File: src/rtl/recip_pkg.sv
package recip_pkg;
  typedef enum logic {ST_IDLE = 1'b0, ST_RUN = 1'b1} recip_state_e;
endpackage

File: src/rtl/recip_trial.sv
// Combinational trial step: adds V scaled by 2^-(i) to the running product
// and reports whether the result stays at or below 1.0.
module recip_trial #(
  parameter int N    = 16,
  parameter int CW   = $clog2(N + 1)
) (
  input  logic [N:0]    sum_q,
  input  logic [N-1:0]  v_q,
  input  logic [CW-1:0] shamt,
  output logic          fits,
  output logic [N:0]    sum_d
);
  localparam int TW = 2 * N + 1;
  localparam logic [TW-1:0] ONE = TW'(1) << N;

  logic [TW-1:0] addend;
  logic [TW-1:0] trial;

  always_comb begin
    addend = TW'(v_q) << shamt;
    trial  = TW'(sum_q) + addend;
    fits   = (trial <= ONE);
    sum_d  = trial[N:0];
  end
endmodule

File: src/rtl/recip_seq.sv
// Step sequencer: counts settled bits and flags the final step.
module recip_seq
  import recip_pkg::*;
#(
  parameter int N  = 16,
  parameter int CW = $clog2(N + 1)
) (
  input  logic          clk,
  input  logic          rst_n,
  input  logic          start,
  output logic          busy,
  output logic          last,
  output logic          done,
  output logic [CW-1:0] step
);
  localparam logic [CW-1:0] LAST_STEP = CW'(N - 1);

  recip_state_e state_q;

  assign busy = (state_q == ST_RUN);
  assign last = busy && (step == LAST_STEP);

  always_ff @(posedge clk or negedge rst_n) begin
    if (!rst_n) begin
      state_q <= ST_IDLE;
      step    <= '0;
      done    <= 1'b0;
    end else begin
      done <= 1'b0;
      if (state_q == ST_IDLE) begin
        if (start) begin
          state_q <= ST_RUN;
          step    <= '0;
        end
      end else if (last) begin
        state_q <= ST_IDLE;
        step    <= '0;
        done    <= 1'b1;
      end else begin
        step <= step + 1'b1;
      end
    end
  end

  p_start_runs_r1: assert property (@(posedge clk) disable iff (!rst_n)
    (start && !busy) |=> busy);
  p_done_pulse_r2: assert property (@(posedge clk) disable iff (!rst_n)
    done |=> !done);
  p_done_follows_run_r2: assert property (@(posedge clk) disable iff (!rst_n)
    done |-> (!busy && $past(busy)));
endmodule

File: src/rtl/recip_serial.sv
module recip_serial
  import recip_pkg::*;
#(
  parameter int N = 16
) (
  input  logic         clk,
  input  logic         rst_n,
  input  logic         in_valid,
  output logic         in_ready,
  input  logic [N-1:0] in_v,
  output logic         busy,
  output logic         done,
  output logic [N-1:0] out_r
);
  localparam int CW = $clog2(N + 1);
  localparam logic [N:0]   ONE_SUM = (N+1)'(1) << N;
  localparam logic [N-1:0] ONES    = '1;

  logic [N:0]    sum_q;
  logic [N:0]    sum_d;
  logic [N-1:0]  v_q;
  logic [CW-1:0] step;
  logic [CW-1:0] shamt;
  logic          fits;
  logic          last;
  logic          accept;

  assign in_ready = !busy;
  assign accept   = in_valid && in_ready;
  assign shamt    = CW'(N - 1) - step;

  recip_seq #(.N(N), .CW(CW)) u_seq (
    .clk   (clk),
    .rst_n (rst_n),
    .start (accept),
    .busy  (busy),
    .last  (last),
    .done  (done),
    .step  (step)
  );

  recip_trial #(.N(N), .CW(CW)) u_trial (
    .sum_q (sum_q),
    .v_q   (v_q),
    .shamt (shamt),
    .fits  (fits),
    .sum_d (sum_d)
  );

  always_ff @(posedge clk or negedge rst_n) begin
    if (!rst_n) begin
      sum_q <= '0;
      v_q   <= '0;
      out_r <= '0;
    end else if (accept) begin
      sum_q <= '0;
      v_q   <= in_v;
      out_r <= '0;
    end else if (busy && fits) begin
      sum_q        <= sum_d;
      out_r[shamt] <= 1'b1;
    end
  end

  p_sum_bound_r6: assert property (@(posedge clk) disable iff (!rst_n)
    sum_q <= ONE_SUM);
  p_hold_r7: assert property (@(posedge clk) disable iff (!rst_n)
    (!busy && !accept) |=> $stable(out_r));
  p_msb_first_r9: assert property (@(posedge clk) disable iff (!rst_n)
    busy |-> ((out_r & (ONES >> step)) == '0));
  p_v_held_r7: assert property (@(posedge clk) disable iff (!rst_n)
    (busy && !last) |=> $stable(v_q));
endmodule

File: config.mk
export PLATFORM = sky130hd
export DESIGN_NAME = recip_serial
export DESIGN_NICKNAME = d
export VERILOG_FILES = /design/src/rtl/recip_pkg.sv /design/src/rtl/recip_trial.sv /design/src/rtl/recip_seq.sv /design/src/rtl/recip_serial.sv
export SDC_FILE = /design/constraint.sdc
export NUM_CORES = 1
export LEC_CHECK = 0
export CORE_AREA = 2 2 118 120
export CTS_BUF_LIST = sky130_fd_sc_hd__clkbuf_2
export DETAILED_ROUTE_END_ITERATION = 10
export DIE_AREA = 0 0 120 122
export HOLD_SLACK_MARGIN = 0.06
export PLACE_DENSITY = 0.65
export SLEW_MARGIN = 10
export SYNTH_ARGS = -nofsm -noshare
export SYNTH_HDL_FRONTEND = slang
export SYNTH_SLANG_ARGS = --single-unit
File: constraint.sdc
create_clock -name clk -period 5.7 [get_ports clk]
set_input_delay 0.855 -clock clk [delete_from_list [all_inputs] [get_ports clk]]
set_output_delay 0.855 -clock clk [all_outputs]
set_load 0.01 [all_outputs]
# --- After elaboration in Yosys (flattened, before gate mapping) ---
# Cells that the tools add are included.
totals:
  reg_bits: 56
  elab_cells: 36
  output_inout_bits: 19
  input_bits: 19
classes:
  eq_ne: 1
  reduce_logical: 7
  addsub: 3
  n_mux: 14
  bitwise_logic: 1
  shifts: 1
  n_lt_le_gt_ge: 3
ops:
  columns: ["operator", "count"]
  rows:
  - ["2-to-1 mux 17 bit", 2]
  - ["adder 17 x 33 -> 33 bit", 1]
  - ["<= comparator 33 x 17 -> 1 bit, second input constant", 1]
  - ["<< shifter 16 x 5 -> 33 bit", 1]
  - ["2-to-1 mux 16 bit", 2]
  - ["OR 16 bit", 1]
  - ["2-to-1 mux 5 bit", 3]
  - ["2-to-1 mux 1 bit", 6]
  - ["adder 5 x 1 -> 5 bit, second input constant", 1]
  - ["== test 5 x 4 -> 1 bit, second input constant", 1]
  - [">= comparator 5 x 1 -> 1 bit, second input constant", 1]
  - ["< comparator 5 bit, second input constant", 1]
  - ["subtractor 4 x 5 -> 5 bit, first input constant", 1]
  - ["demux 1 bit (select 4 bit)", 1]
  - ["logical AND 1 bit", 4]
  - ["nonzero test 2 bit", 2]
  - ["zero test 1 bit", 1]

# --- Longest topological paths before layout ---
# Gate-level depths: netlist of run 1.
logic_depth:
  depth_word: 8
  mapped_depth: 22

# --- Modules after synthesis ---
# A second synthesis of run 1 with hierarchy kept.
unflattened:
  cells_unflattened: 447
  hier_area_um2: 4605.7
modules_own_cells:
  columns: ["mod", "area_each_um2", "cells_per_inst", "n_inst"]
  rows:
  - ["recip_trial", 2324.7, 291, 1]
  - ["recip_serial", 1976.9, 127, 1]
  - ["recip_seq", 304.0, 29, 1]

# --- Worst setup path before layout of run 1 ---
# Ideal clock, no wire load.
synth_path:
  path_type: "reg2reg"
  start: "reg u_seq.step[0]"
  end: "reg sum_q[14]"
  required_time_ps: 5572
  path_stages_with_launch: 21
  arrival_ps: 4821
  period_less_slack_ps: 4948
  setup_slack_ps: 752
  cell_sequence: "dfrtp_1 -> buf_6 -> buf_6 -> buf_6 -> buf_6 -> mux2i_1 -> mux2i_1 -> mux4_2 -> and2_1 -> ha_1 -> clkbuf_1 -> nand2_1 -> o21ai_0 -> a221oi_1 -> o21a_1 -> nor3_1 -> xor2_1 -> a2111oi_2 -> nand4_1 -> nor4_4 -> mux2_1"
synth_between:
  elab_chain_cells: 6
  elab_cells_between_ends: 8
  cone_classes: "add/sub: 2; order compare: 1; shift: 1; mux: 2; reduce/logical: 2"
synth_rtl:
  columns: ["element", "line", "rtl"]
  rows:
  - ["start, declared", "recip_seq.sv:14", "output logic [CW-1:0] step"]
  - ["start signal, assigned", "recip_seq.sv:40", "step <= step + 1'b1;"]
  - ["subtractor 4 x 5 -> 5 bit (*)", "recip_serial.sv:30", "assign shamt = CW'(N - 1) - step;"]
  - ["<< shifter 16 x 5 -> 33 bit (*)", "recip_trial.sv:20", "addend = TW'(v_q) << shamt;"]
  - ["adder 17 x 33 -> 33 bit (*)", "recip_trial.sv:21", "trial = TW'(sum_q) + addend;"]
  - ["<= comparator 33 x 17 -> 1 bit", "recip_trial.sv:22", "fits = (trial <= ONE);"]
  - ["logical AND 1 bit", "recip_serial.sv:59", "end else if (busy && fits) begin"]
  - ["nonzero test 2 bit (no line)", null, null]
  - ["end signal, assigned", "recip_serial.sv:60", "sum_q <= sum_d;"]
  - ["end, declared", "recip_serial.sv:19", "logic [N:0] sum_q;"]
# Every way passes the cells marked *; elsewhere a longest branch is shown, timed or not. The select of a mux whose other input is x is not followed.
# A chain may end at the register's enable or synchronous reset.

# --- Final worst setup path of run 1 ---
layout_path:
  start: "reg u_seq.step[0]"
  end: "reg sum_q[7]"
# Same word-level chain as after synthesis.

==> results of run 1 <==
## through the flow
step                setup slack [ns]  hold WS [ns]  power, mW  instance area [um2]  util, %
detailed placement             0.351         0.481       3.67                 5780     42.8
global route                  0.0191         0.453       4.20                 5840     43.3
CTS                            0.281         0.439       3.85                 5830     43.2
finish                         0.337         0.422       3.90                 5840     43.3
global placement               0.445         0.484       3.64                 5780     42.8
floorplan                      0.752         0.506       2.86                 5230        -
## cell type report
| type | instances | area [um2] | share of cell area [%] |
|---|---|---|---|
| Tap cell | 180 | 225 | 3.86 |
| Inverter | 18 | 67.6 | 1.16 |
| Clock buffer | 5 | 25.0 | 0.428 |
| Sequential cell | 56 | 1410 | 24.1 |
| Multi-Input combinational cell | 459 | 3550 | 60.8 |
| Clock inverter | 3 | 21.3 | 0.364 |
| Timing Repair Buffer | 59 | 543 | 9.30 |
## registers in the layout, indices dropped and copies added, names as in the netlist
signal and count:
u_seq.done 1, u_seq.step 5, u_seq.busy 1, v_q 16, sum_q 17, out_r 16
## final timing paths
check | from | end | slack, ns | cells past startpoint
setup / recovery | u_seq.step[0] | sum_q[7] | 0.34 | 16
hold / removal | rst_n | sum_q[4] | 0.42 | 2
setup reg to reg | u_seq.step[0] | sum_q[7] | 0.34 | 16
hold reg to reg | out_r[11] | out_r[11] | 0.54 | 1
max in group asynchronous | rst_n | u_seq.step[0] | 4.75 | 2
min in group clk | out_r[11] | out_r[11] | 0.54 | 1
## synth_stat cells (3+ instances only)
library cell,number,area [um2]
dfrtp_1,56,1400
nand2_1,50,188
mux2i_1,43,430
nor2_1,36,135
a21oi_1,32,160
mux2_2,25,282
ha_1,22,275
nand3_1,19,95.1
o21ai_0,18,90.1
inv_1,14,52.6
a32o_1,13,130
and2_1,13,81.3
mux4_2,13,293
buf_2,11,55.1
clkbuf_1,10,37.5
nor2b_1,10,62.6
xor2_1,10,87.6
a21o_1,9,67.6
and3_1,9,56.3
buf_1,9,33.8
nor3_1,9,45.0
o22ai_1,9,56.3
xnor2_1,9,78.8
a22oi_1,7,52.6
a31oi_1,7,43.8
buf_6,7,78.8
nand2b_1,6,37.5
a32oi_1,5,43.8
nand4_1,5,31.3
o211ai_1,5,37.5
a211oi_1,4,30.0
nand3b_1,4,30.0
a221oi_1,3,26.3
a22o_1,3,26.3
o21a_1,3,22.5
o2bb2ai_1,3,26.3
o311ai_0,3,26.3
o31ai_1,3,22.5
## cells by family (layout without fill, tap and decap cells)
kind of cell    count (synthesis)  count (layout)  share of synthesized area, %
compound gates                155             155                          21.5
xor+xnor                       19              19                          3.18
fa+ha+maj                      23              23                          5.65
buf+inv                        56              85                          5.36
flops                          56              56                          26.8
mux                            83              83                          19.7
simple gates                  179             179                          17.8
## worst max-delay path: stages (launching register included)
cell and delay, ns:
dfrtp_4 0.68, mux4_2 0.60, a22oi_1 0.38, a22o_1 0.31, nor2_1 0.09, ha_1 0.44
and4_1 0.29, and4_1 0.21, o211ai_1 0.12, nand3_1 0.20, nand4bb_4 0.15, or4_1 0.54
o21ai_1 0.14, nand4_1 0.15, nor4_4 0.35, buf_12 0.25, mux2_1 0.34
## layout by cell type, fill, tap and decap left out, types with 10 or more instances in the layout
cell type,n
a21oi_1,32
a32o_1,13
and2_1,13
buf_4,21
clkdlybuf4s50_1,36
dfrtp_1,54
ha_1,22
inv_1,14
mux2_2,25
mux2i_1,42
mux4_2,13
nand2_1,50
nand3_1,19
nor2_1,36
nor2b_1,10
o21ai_0,18
xor2_1,10
## routing by layer
layer | vias up | track usage [%] | part of all wire, %
li1 | 2223 | - | -
met1 | 2357 | 28.9 | 45
met2 | 166 | 35.2 | 48
met3 | 24 | 3.14 | 4.5
met4 | 0 | 6.10 | 2.2
met5 | - | 0 | 0
## where the power goes
| group | switching, mW | internal, mW | total, mW |
|---|---|---|---|
| clock network | 0.143 | 0.0311 | 0.174 |
| logic | 1.68 | 1.25 | 2.93 |
| registers | 0.245 | 0.549 | 0.794 |
| total | 2.07 | 1.83 | 3.90 |
## what timing repair did
action	CTS	global route
endpoints found under the hold margin	0	0
endpoints found under the setup margin	0	13
gates resized for setup	0	4
==> flow_summary.toml, run 1 <==
[synth]
syn-cell-area_um2 = 5230
synth_nets = 613
syn_inst = 571
yosysSeqAreaShare_pct = 26.8
syn_area_per_cell_um2 = 9.15
yosys_warnings = 0
synth_edf_count = 0
async_reset_ff_share_pct = 100
synth.ff_latch_count = 56
yosys.cell_types.count = 75
synth_ff_type = "dfrtp_1"

[placement]
portBuffers = 37
dp.final_hpwl_mm = 11.8
place_inst = 772
gp_congestion = 1.00

[die]
start_util_pct = 38.7
die_area_um2 = 14600
coreArea_um2 = 13500
num_rows = 43
die_x_um = 120
pin_count = 38
die_y_um = 122

[pwr]
cellPowerDensity_nw_per_um2 = 668
vdd_drop_max_v = 0.000290
power.leakage_nw = 2.47

[routing]
antenna_violating_nets_post_route = 0
wl_per_cell_um = 19.6
viasPerCell = 6.12
drt_first_iter_violations = 405
totalWireLength_mm = 15.3
firstDrtPassIters = 5
drcViolationCount = 0
vias = 4770

[final_layout]
area_growth_pct = 11.8
instances_no_fill = 780
fill_cells = 1350
layout-drive-gt1-share_pct = 14.0
antenna_cells = 0
fin_nets = 641

[cts]
postCtsHoldBufs = 0
numCtsBuffers = 5
clk_pin_slew_ns = 0.31
htreeDepth = 2
clock_latency_ns = 0.50
clock-sinks = 56
cts_root_buf = "clkbuf_2"
post_cts_buffers = 0
cts_tree = "built"
clock_path_buffers = 2

[outcome]
status = "complete, no violations"

[global_routing]
grt_pass1_vias = 4670
antenna_found_initial = 0
grt_pass1_wl_mm = 24.8
grt_usage_pct = 21.2
grt_start_max_net_pins = 57
grt-ovfl-total = 0

[worst_setup_path]
path_class = "flip-flop to flip-flop"
crit_required_ns = 6.11
worstPathArrival_ns = 5.77
path_max_fanout = 33
crit_path_start_kind = "flip-flop"
end_kind = "flip-flop"

[sta]
post-route-min-period_ns = 5.36
relSlewSlack_pct = 26.0
skew_ns = 0.0307
rsz0062_at_grt = "false"
worst_pin_slew_ns = 1.10
hold_viol = 0
max_freq_mhz = 186
finalCritPeriodShare_pct = 94.1
setup_viol = 0
slew_violations = 0
final.setup.tns_ns = 0

[run]
maxCapViolCount = 0

[min_path]
hp-class = "primary input to async pin"
Power figures use the tool's default switching activity.
==> run 2, diff against run 1 <==
SETUP_SLACK_MARGIN = 0.15   (was default)
==> run 2 against run 1 <==
Against the previous run:
- hold slack got worse by 0.0057 ns
- final cell count up 0.64%
- clock skew rose by 0.0029 ns
- global-route usage unchanged
- worst setup slack better by 0.11 ns
- critical path depth grew 3
- sequential power fell by 2%
- first-iteration DRC count shrank 5.9%
- highest routed layer unchanged
==> flow_summary.toml, run 2 (synthesized netlist as in run 1, its figures left out) <==
[outcome]
status = "complete, no violations"

[run]
maxCapViolCount = 0

[final_layout]
top_register = "sum_q"
area_growth_pct = 13.1
instances_no_fill = 785
most-common-layout-cells = "53 x dfrtp_1, 50 x nand2_1, 41 x mux2i_1, 36 x nor2_1, 36 x clkdlybuf4s50_1"
largest_register_ffs = 17
fin_nets = 646
layout-drive-gt1-share_pct = 15.5
final_common_cell = "dfrtp_1"
top_regs = "sum_q (17), out_r (16), v_q (16)"
antenna_cells = 0

[min_path]
hp-class = "primary input to async pin"

[global_routing]
grt_usage_pct = 21.2
grt_pass1_wl_mm = 24.8
antenna_found_initial = 0
grt-ovfl-total = 0
grt_start_max_net_pins = 57
grt_pass1_vias = 4670

[cts]
clock_latency_ns = 0.51
postCtsHoldBufs = 0
clock-sinks = 56
cts_tree = "built"
clock_path_buffers = 2
numCtsBuffers = 5
htreeDepth = 2
cts_root_buf = "clkbuf_2"
clk_pin_slew_ns = 0.31

[die]
num_rows = 43
die_y_um = 122
start_util_pct = 38.7
coreArea_um2 = 13500
die_area_um2 = 14600
die_x_um = 120
pin_count = 38

[sta]
post-route-min-period_ns = 5.26
final.setup.tns_ns = 0
setup_viol = 0
slew_violations = 0
max_freq_mhz = 190
worst_pin_slew_ns = 1.10
relSlewSlack_pct = 25.9
hold_viol = 0
rsz0062_at_grt = "false"
skew_ns = 0.0336
hold_ws_ns = 0.416
finalCritPeriodShare_pct = 92.2

[placement]
gp_congestion = 1.00
dp.final_hpwl_mm = 11.8
place_inst = 772
portBuffers = 37

[routing]
drcViolationCount = 0
vias = 4792
totalWireLength_mm = 15.5
viasPerCell = 6.10
firstDrtPassIters = 5
antenna_violating_nets_post_route = 0
wl_per_cell_um = 19.7
drt_first_iter_violations = 381

[worst_setup_path]
path_cells = "buf_2 > buf_4 > mux2i_2 > mux4_2 > nand2_1 > nand2_1 > a31oi_1 > ha_2 > and4_1 > and4_1 > o211ai_1 > nand3_1 > nand4bb_4 > or4_1 > o21ai_1 > nand4_1 > nor4_4 > buf_12 > mux2_1"
path_class = "flip-flop to flip-flop"
slowest_delay_ns = 0.58
worstPathArrival_ns = 5.67
crit_required_ns = 6.11
end_kind = "flip-flop"
crit_path_start_kind = "flip-flop"
slowest_stage = "dfrtp_4"
path_max_fanout = 33

[pwr]
total_power_mw = 3.97
vdd_drop_max_v = 0.000298
cellPowerDensity_nw_per_um2 = 672
power.leakage_nw = 2.49
[run 2: power by group]
part | internal (mW) | leakage, nW | switching, mW
Sequential | 0.550 | 0.730 | 0.232
Combinational | 1.29 | 1.73 | 1.72
Clock | 0.0311 | 0.0294 | 0.143
[run 2: path summary, 6_finish.rpt]
check / startpoint / endpoint / slack (ns) / cells after the start
worst max-delay path: u_seq.step[0] / sum_q[7] / 0.44 / 19
worst min-delay path: rst_n / sum_q[4] / 0.42 / 2
worst max register to register: u_seq.step[0] / sum_q[7] / 0.44 / 19
worst min register to register: out_r[11] / out_r[11] / 0.54 / 1
max in group asynchronous: rst_n / u_seq.step[0] / 4.76 / 2
min in group clk: out_r[11] / out_r[11] / 0.54 / 1
[run 2: metrics by stage]
stage / util [%] / cell area, um2 / setup WS (ns)
finish: 43.8 / 5910 / 0.442
global route: 43.8 / 5910 / 0.136
CTS: 43.2 / 5830 / 0.281
detailed placement: 42.8 / 5780 / 0.351
global placement: 42.8 / 5780 / 0.445
floorplan: - / 5230 / 0.752
[run 2: metal layers]
metal	part of all wire, %	GRT usage, %
met1	45	28.9
met2	48	35.2
met5	0	0
met3	4.5	3.14
met4	2.4	6.10
[run 2: layout make-up]
type                            instances  area, um2
Sequential cell                        56       1410
Inverter                               18       68.8
Timing Repair Buffer                   64        591
Clock inverter                          3       21.3
Clock buffer                            5       25.0
Multi-Input combinational cell        459       3570
Tap cell                              180        225
Fill cell                            1341       7590
[run 2: what timing repair did]
action | CTS | global route
endpoints found under the setup margin | 0 | 33
setup buffers | 0 | 5
resized for setup | 0 | 11
[run 2: worst max-delay path, delay by kind of cell, from the launching register on]
family / cells / cell delay (ns)
AO/OA/AOI/OAI: 3 / 0.53
adder cells (fa/ha/maj): 1 / 0.28
buffers and inverters: 3 / 0.61
flip-flops: 1 / 0.58
multiplexers: 3 / 1.09
AND/OR/NAND/NOR: 9 / 2.04
